**src/rtl/wdog_pkg.sv**
```systemverilog
package wdog_pkg;
  localparam int CFG_W = 6;

  // bit positions inside the configuration register
  localparam int B_LK_CFG  = 0;
  localparam int B_LK_PRE  = 1;
  localparam int B_LK_TMR  = 2;
  localparam int B_LK_RLD  = 3;
  localparam int B_TICKSEL = 4;
  localparam int B_KEYED   = 5;

  typedef enum logic [1:0] {
    A_CFG  = 2'd0,
    A_RLD  = 2'd1,
    A_SVC  = 2'd2,
    A_LIVE = 2'd3
  } reg_addr_e;

  // set-only merge of configuration bits
  function automatic logic [CFG_W-1:0] cfg_merge(input logic [CFG_W-1:0] old_v,
                                                 input logic [CFG_W-1:0] wr_v);
    return old_v | wr_v;
  endfunction

  // next counter value on a tick: wrap to reload at zero
  function automatic logic [7:0] tick_next(input logic [7:0] cur,
                                           input logic [7:0] rld);
    return (cur == '0) ? rld : cur - 8'd1;
  endfunction
endpackage

```
**src/rtl/wdog_regs.sv**
```systemverilog
module wdog_regs
  import wdog_pkg::*;
#(
  parameter int W = 8
) (
  input  logic             clk,
  input  logic             rst_n,
  input  logic             low_power,
  input  logic             bus_wr,
  input  logic [1:0]       bus_addr,
  input  logic [W-1:0]     bus_wdata,
  output logic [CFG_W-1:0] cfg_q,
  output logic [W-1:0]     rld_q,
  output logic             rld_wr,
  output logic             svc_wr
);
  logic cfg_open;
  logic rld_open;
  logic cfg_wr;

  assign cfg_open = !low_power && !cfg_q[B_LK_CFG];
  assign rld_open = !low_power && !cfg_q[B_LK_RLD];
  assign cfg_wr   = bus_wr && (bus_addr == A_CFG) && cfg_open;
  assign rld_wr   = bus_wr && (bus_addr == A_RLD) && rld_open;
  assign svc_wr   = bus_wr && (bus_addr == A_SVC);

  always_ff @(posedge clk or negedge rst_n) begin
    if (!rst_n) begin
      cfg_q <= '0;
      rld_q <= '0;
    end else begin
      if (cfg_wr) cfg_q <= cfg_merge(cfg_q, bus_wdata[CFG_W-1:0]);
      if (rld_wr) rld_q <= bus_wdata;
    end
  end
endmodule

```
**src/rtl/wdog_core.sv**
```systemverilog
module wdog_core
  import wdog_pkg::*;
#(
  parameter int         W   = 8,
  parameter logic [W-1:0] KEY = 8'h5C
) (
  input  logic         clk,
  input  logic         rst_n,
  input  logic         tick_clk_in,
  input  logic         tick_tmr_out,
  input  logic         tick_sel,
  input  logic         keyed,
  input  logic         rld_wr,
  input  logic         svc_wr,
  input  logic [W-1:0] wdata,
  input  logic [W-1:0] rld_q,
  output logic [W-1:0] cnt_q,
  output logic         run_q,
  output logic         tick,
  output logic         svc_evt,
  output logic         err_evt,
  output logic         err_q
);
  logic since_svc_q;
  logic start, svc_req, svc_ok, bad_key, too_often, late;
  logic [W-1:0] load_val;

  assign tick      = tick_sel ? tick_tmr_out : tick_clk_in;
  assign start     = !run_q && (rld_wr || svc_wr);
  assign load_val  = rld_wr ? wdata : rld_q;
  assign svc_req   = run_q && (keyed ? (svc_wr && wdata == KEY) : rld_wr);
  assign bad_key   = run_q && keyed && svc_wr && (wdata != KEY);
  assign too_often = svc_req && since_svc_q;
  assign svc_ok    = svc_req && !since_svc_q;
  assign late      = run_q && tick && (cnt_q == '0) && !svc_ok;
  assign svc_evt   = start || svc_ok;
  assign err_evt   = bad_key || too_often || late;

  always_ff @(posedge clk or negedge rst_n) begin
    if (!rst_n) begin
      cnt_q       <= '0;
      run_q       <= 1'b0;
      since_svc_q <= 1'b0;
      err_q       <= 1'b0;
    end else begin
      err_q <= err_evt;
      if (start) run_q <= 1'b1;
      if (svc_evt)          cnt_q <= load_val;
      else if (run_q && tick) cnt_q <= tick_next(cnt_q, rld_q);
      if (svc_evt)   since_svc_q <= 1'b1;
      else if (tick) since_svc_q <= 1'b0;
    end
  end
endmodule

```
**src/rtl/wdog_keyed.sv**
```systemverilog
module wdog_keyed
  import wdog_pkg::*;
#(
  parameter int           W   = 8,
  parameter logic [W-1:0] KEY = 8'h5C
) (
  input  logic         clk,
  input  logic         rst_n,
  input  logic         tick_clk_in,
  input  logic         tick_tmr_out,
  input  logic         low_power,
  input  logic         bus_wr,
  input  logic [1:0]   bus_addr,
  input  logic [W-1:0] bus_wdata,
  output logic [W-1:0] bus_rdata,
  output logic         lock_prescaler,
  output logic         lock_timer,
  output logic         wd_err
);
  localparam int PAD = W - CFG_W;

  logic [CFG_W-1:0] cfg_q;
  logic [W-1:0]     rld_q;
  logic [W-1:0]     cnt_q;
  logic             rld_wr, svc_wr;
  logic             run_q, tick, svc_evt, err_evt;

  wdog_regs #(.W(W)) u_regs (
    .clk(clk), .rst_n(rst_n), .low_power(low_power),
    .bus_wr(bus_wr), .bus_addr(bus_addr), .bus_wdata(bus_wdata),
    .cfg_q(cfg_q), .rld_q(rld_q), .rld_wr(rld_wr), .svc_wr(svc_wr)
  );

  wdog_core #(.W(W), .KEY(KEY)) u_core (
    .clk(clk), .rst_n(rst_n),
    .tick_clk_in(tick_clk_in), .tick_tmr_out(tick_tmr_out),
    .tick_sel(cfg_q[B_TICKSEL]), .keyed(cfg_q[B_KEYED]),
    .rld_wr(rld_wr), .svc_wr(svc_wr), .wdata(bus_wdata), .rld_q(rld_q),
    .cnt_q(cnt_q), .run_q(run_q), .tick(tick),
    .svc_evt(svc_evt), .err_evt(err_evt), .err_q(wd_err)
  );

  always_comb begin
    bus_rdata = '0;
    if (!low_power) begin
      case (bus_addr)
        A_CFG:   if (!cfg_q[B_LK_CFG]) bus_rdata = {{PAD{1'b0}}, cfg_q};
        A_RLD:   if (!cfg_q[B_LK_RLD]) bus_rdata = rld_q;
        A_LIVE:  bus_rdata = cnt_q;
        default: bus_rdata = '0;
      endcase
    end
  end

  assign lock_prescaler = cfg_q[B_LK_PRE];
  assign lock_timer     = cfg_q[B_LK_TMR];
endmodule

```
**config.mk**
```make
export PLATFORM = sky130hd
export DESIGN_NAME = wdog_keyed
export DESIGN_NICKNAME = d
export VERILOG_FILES = /design/src/rtl/wdog_pkg.sv /design/src/rtl/wdog_regs.sv /design/src/rtl/wdog_core.sv /design/src/rtl/wdog_keyed.sv
export SDC_FILE = /design/constraint.sdc
export NUM_CORES = 1
export LEC_CHECK = 0
export ABC_CLOCK_PERIOD_IN_PS = 2500
export CORE_UTILIZATION = 53
export DETAILED_ROUTE_END_ITERATION = 12
export PLACE_DENSITY_LB_ADDON = 0.1
export SLEW_MARGIN = 0
export SYNTH_ARGS = -nofsm -noshare
export SYNTH_HDL_FRONTEND = slang
export SYNTH_SLANG_ARGS = --single-unit
```
**constraint.sdc**
```tcl
create_clock -name clk -period 2.5 [get_ports clk]
set_input_delay 0.5 -clock clk [delete_from_list [all_inputs] [get_ports clk]]
set_output_delay 0.5 -clock clk [all_outputs]
set_load 0.05 [all_outputs]
```
==> results.md, run 1 <==
* Slew HR at 0.615
* Max VDD drop at 0.000519 V
* Syn nets at 199
* Status: complete, no violations
* Commonest cells after routing, fill and taps aside: dfrtp_1, clkdlybuf4s50_1, buf_4, mux2_2
* Final Hold Vio Count at 0
* Syn Area/Cell at 9.42 um2
* DR iter-0 viols at 109
* Vias/cell at 6.20
* WP data arrival at 1.82 ns
* Syn Std Cell Area at 1710 um2
* Detailed placer's ending HPWL at 3570 um
* Die area at 3450 um2
* Diode count at 0
* CP Capture Type: output port
* Drc violations at 0
* Tmin final at 2.32 ns
* Number of synthesized flops with an enable pin at 0
* Power Density at 803 nW/um2
* Mapped Cells at 181
* Worst-path clk slew at 0.15 ns
* Core area at 3050 um2
* First-pass GRT wire length at 7710 um
* Crit path max-delay cell type: clkdlybuf4s50_1
* Vias post-DR at 1636
* Vias in the first global route at 1613
* Syn. warnings at 0
* Final setup margin at 0.181 ns
* All-Layer GR Usage at 0.300
* Synth Area in Simple Gates at 0.257
* FMAX at 0.431 GHz
* RSZ-0062 raised after global routing: false
* Ys async rst share at 1.00
* Starting density of the core at 0.559
* Slew @ Worst Pin at 0.561 ns
* Clock Sinks at 25
* Final #Nets at 239
* Post-synthesis sequential area ratio at 0.367
* Initial antenna violation count at 0
* Post-synthesis compound-gate area fraction at 0.200
* CP Launch Type: primary input
* Max-cap check violation count at 0
* WL/cell at 17.8 um
* RD Place Congestion at 0.929
* Post-Route WL at 4710 um
* Largest family of logic cells by synthesized area: simple AND/OR/NAND/NOR gates
* # IOs at 27
* Period utilization at 0.927
* Worst-skew pair later-pin latency at 0.33 ns
* Layout Skew at 0.00994 ns
* Port Buf Inserts at 26
* Worst Path Buf+Inv at 3
* CTS tree: yes
* Worst path required time at 2.00 ns
* Util after Layout at 0.732
* Leakage at 0.000941 uW
* Clk buf depth at 2
* Flops & latches, synth at 25
* Commonest non-fill, non-tap cell in the layout: dfrtp_1
* DR pass1 iterations at 4
* Mux cell area share after synthesis at 0.110
* GR Overflow Total at 0
* Cts bufs inserted at 3
* Die Y at 58.7 um
* Post-DRT Antenna Nets at 0
* H-Tree Depth at 1
* Worst Path Max Fanout at 12
* Max-slew violation count at 0
* Die width at 58.7 um
* Crit-path max cell delay at 0.48 ns
* Worst path cell trace: clkdlybuf4s50_1 -> buf_4 -> mux2_2 -> nor2_2 -> buf_12
* Top FF cell, synth: dfrtp_1
* Min-delay worst type: reg2reg
* Critical setup path kind: in2out
* Row count at 20
* Setup violators final at 0
* Distinct cell type count after synthesis at 51
* Worst slack, placed at -0.0822 ns
* Adder-cell share of the synthesized area at 0.0147
* Delay-heaviest family, CP: buffers and inverters
* Root buffer cell: clkbuf_4
* Synth Area in XOR/XNOR at 0
* Layout Area Growth over Synthesis at 31.0%
* Largest net degree at the start of global routing at 26
* Layout cells sized above 1 at 0.250
-- timing repair --
action | 4_1_cts | 5_1_grt
buffers inserted | 0 | 2
hold buffers | 0 | 0
resized for setup | 3 | 5
pin swaps | 0 | 0
setup endpoints to repair | 2 | 4
-- metrics by stage --
step	area (um2)	TNS [ns]	total power [uW]	hold slack [ns]	std cells
floorplan	1710	0	1280	0.204	181
global placement	2160	-0.251	1540	0.444	258
detailed placement	2160	-0.440	1570	0.452	258
CTS	2200	0	1770	0.484	262
global route	2230	0	1910	0.519	264
finish	2230	0	1790	0.479	264
-- Yosys cell counts (all sizes together) (5+ instances only) --
cell type	n	area, um2
dfrtp	25	626
inv	8	30.0
nor3	5	25.0
nor3b	6	45.0
clkbuf	5	28.8
nand2	13	51.3
nor2	10	37.5
o21ai	9	45.0
a21oi	13	65.1
a21o	8	60.1
mux2	14	158
-- cell families after synthesis --
| kind of cell | Yosys count |
|---|---|
| AO/OA/AOI/OAI | 51 |
| adder cells (fa/ha/maj) | 2 |
| buffers and inverters | 16 |
| flip-flops | 25 |
| multiplexers | 17 |
| AND/OR/NAND/NOR | 70 |
-- flip-flops by register name, indices dropped and copies added, names as in the netlist --
signal	flops
u_core.cnt_q	8
u_regs.rld_q	8
u_regs.cfg_q	6
u_core.err_q	1
u_core.run_q	1
u_core.since_svc_q	1
-- worst paths after layout --
kind                                 start         endpoint  cells past startpoint  slack (ns)
setup / recovery               bus_addr[0]     bus_rdata[4]                      5        0.18
hold / removal             u_regs.cfg_q[0]  u_regs.cfg_q[0]                      1        0.48
setup reg to reg           u_core.cnt_q[1]  u_core.cnt_q[6]                      6        0.32
hold reg to reg            u_regs.cfg_q[0]  u_regs.cfg_q[0]                      1        0.48
max in group asynchronous            rst_n  u_regs.rld_q[7]                      2        1.75
min in group asynchronous            rst_n  u_regs.rld_q[3]                      2        0.50
-- routing by layer --
layer,vias to the layer above,GRT usage,share of wire
li1,773,-,-
met3,8,0.0352,0.071
met5,-,0,0
met1,781,0.390,0.42
met4,0,0.122,0.017
met2,74,0.506,0.49
-- report_power, final --
| part | switching (uW) | total, uW | internal [uW] | leakage [uW] |
|---|---|---|---|---|
| Combinational | 492 | 915 | 423 | 0.000624 |
| Clock | 131 | 191 | 60.2 | 0.0000177 |
| Sequential | 164 | 686 | 522 | 0.000298 |
| Total | 787 | 1790 | 1010 | 0.000941 |
-- cell type report --
cell class	count	area, um2
inverters	8	30.0
repair buffers	43	478
well taps	44	55.1
multi-input cells	140	1020
flip-flops and latches	25	626
fillers	232	820
clock buffers	3	22.5
clock inverters	1	5.00
(Power assumes the default switching activity.)
==> run 2, diff against run 1 <==
--- a/config.mk
+++ b/config.mk
@@ -9,7 +9,7 @@
 export CORE_UTILIZATION = 53
 export DETAILED_ROUTE_END_ITERATION = 12
 export PLACE_DENSITY_LB_ADDON = 0.1
-export SLEW_MARGIN = 0
+export SLEW_MARGIN = 25
 export SYNTH_ARGS = -nofsm -noshare
 export SYNTH_HDL_FRONTEND = slang
 export SYNTH_SLANG_ARGS = --single-unit
==> constraint.sdc (replaced) <==
create_clock -name clk -period 2.5 [get_ports clk]
set_input_delay 0.375 -clock clk [delete_from_list [all_inputs] [get_ports clk]]
set_output_delay 0.375 -clock clk [all_outputs]
set_load 0.05 [all_outputs]
==> results.md, run 2 (synthesis gave the netlist of run 1 again) <==
* Worst Path Max Fanout at 20 (+8)
* Worst-skew pair later-pin latency at 0.33 ns (about the same)
* Final #Nets at 233 (-2.5%)
* Initial antenna violation count at 0 (unchanged)
* FMAX at 0.421 GHz (-2.5%)
* Layout Area Growth over Synthesis at 26.5%
* Flop-to-flop setup slack at 0.28 ns (-0.04 ns)
* Vias post-DR at 1657 (+1.3%)
* Max-slew violation count at 0 (unchanged)
* Hold WS at 0.386 ns (-0.0930 ns)
* WP data arrival at 2.00 ns (+0.18 ns)
* # IOs at 27 (unchanged)
* Util after Layout at 0.707 (-0.0250)
* Worst path required time at 2.12 ns (+0.12 ns)
* Clock Sinks at 25 (unchanged)
* Root buffer cell: clkbuf_4
* Setup_tns at 0 ns (unchanged)
* Row count at 20 (unchanged)
* Finished layout cell area at 2160 um2 (-3.4%)
* Max-cap check violation count at 0 (unchanged)
* Max VDD drop at 0.000475 V (-8.5%)
* CP Capture Type: output port
* Tmin final at 2.38 ns (+0.0586 ns)
* Die width at 58.7 um (unchanged)
* Core area at 3050 um2 (unchanged)
* CTS tree: yes
* Post-DRT Antenna Nets at 0 (unchanged)
* Diode count at 0 (unchanged)
* Leakage at 0.000893 uW (-5.0%)
* Post-CTS setup repair buffer count at 0 (unchanged)
* Worst flop-to-flop path startpoint: u_core.cnt_q[1]
* Largest net degree at the start of global routing at 26 (unchanged)
* Period utilization at 0.951 (+0.0234)
* Clk buf depth at 2 (unchanged)
* All-Layer GR Usage at 0.285 (-0.0148)
* Commonest cells after routing, fill and taps aside: dfrtp_1, clkdlybuf4s50_1, mux2_2, a21oi_1, nand2_1
* Layout Skew at 0.00688 ns (-0.00305 ns)
* Layout cells sized above 1 at 0.206 (-0.0444)
* Vias in the first global route at 1570 (-2.7%)
* Status: complete, no violations
* First-pass GRT wire length at 7270 um (-5.6%)
* Critical setup path kind: in2out
* Port Buf Inserts at 26 (unchanged)
* Starting density of the core at 0.559 (unchanged)
* Hold Buf Count CTS at 0 (unchanged)
* Crit path from: bus_addr[1]
* H-Tree Depth at 1 (unchanged)
* DR iter-0 viols at 120 (+10%)
* Min-delay worst type: in2async
* CP Launch Type: primary input
* Cts bufs inserted at 3 (unchanged)
* RSZ-0062 raised after global routing: false
* Final Hold Vio Count at 0 (unchanged)
* Slew HR at 0.583 (-0.0323)
* Detailed placer's ending HPWL at 3510 um (-1.7%)
* Slew @ Worst Pin at 0.624 ns (+0.0631 ns)
* DR pass1 iterations at 4 (unchanged)
* WL/cell at 18.1 um (+1.6%)
* Setup violators final at 0 (unchanged)
* Largest registers: u_core.cnt_q x8, u_regs.rld_q x8, u_regs.cfg_q x6
* Post-Route WL at 4680 um (-0.74%)
* Die Y at 58.7 um (unchanged)
* GR Overflow Total at 0 (unchanged)
* Power Density at 825 nW/um2 (+2.8%)
* Drc violations at 0 (unchanged)
* Worst-path clk slew at 0.15 ns (about the same)
* Die area at 3450 um2 (unchanged)
* Commonest non-fill, non-tap cell in the layout: dfrtp_1
* Placed instance area at 2120 um2 (-1.6%)
* Vias/cell at 6.42 (+3.6%)
* RD Place Congestion at 0.944 (+1.6%)
## run 2: where the power goes
group / switching, uW / internal, uW
Sequential: 161 / 522
Clock: 133 / 61.3
Combinational: 492 / 410
Total: 786 / 993
## run 2: layout make-up
type / instances / area, um2
Multi-Input combinational cell: 140 / 993
Fill cell: 248 / 896
Sequential cell: 25 / 626
Timing Repair Buffer: 37 / 423
Tap cell: 44 / 55.1
Inverter: 8 / 30.0
Clock buffer: 3 / 22.5
Clock inverter: 1 / 7.51
## run 2: critical path: stages
cell and delay (ns):
clkdlybuf4s50_1 0.43, buf_4 0.22, nor2_2 0.25, nand2_1 0.08, mux2_2 0.26, nor2_1 0.20, buf_12 0.17
## run 2: per-stage QoR
| step | power (uW) | setup WS, ns | instances |
|---|---|---|---|
| after floorplan | 1270 | 0.237 | 181 |
| after global placement | 1530 | 0.0960 | 254 |
| after detailed placement | 1570 | 0.0513 | 254 |
| after CTS | 1760 | 0.0416 | 258 |
| after global routing | 1890 | 0.0589 | 258 |
| final | 1780 | 0.123 | 258 |
## run 2: what timing repair did
item                       in CTS  in global routing
hold endpoints to repair        0                  0
gates resized for setup         0                  1
setup endpoints to repair       0                  2
## run 2: path summary, 6_finish.rpt
kind,end,cells after the start
min in group clk,u_regs.cfg_q[2],1
min,u_regs.rld_q[3],2
max,bus_rdata[5],7
min reg2reg,u_regs.cfg_q[2],1
max in group asynchronous,u_regs.rld_q[4],2
max reg2reg,u_core.cnt_q[6],6
## run 2: routing by layer
| metal | part of all wire | global-route usage | vias up |
|---|---|---|---|
| met5 | 0 | 0 | - |
| met4 | 0.024 | 0.119 | 0 |
| met3 | 0.075 | 0.0330 | 14 |
| met2 | 0.50 | 0.487 | 98 |
| met1 | 0.40 | 0.366 | 793 |
| li1 | - | - | 752 |
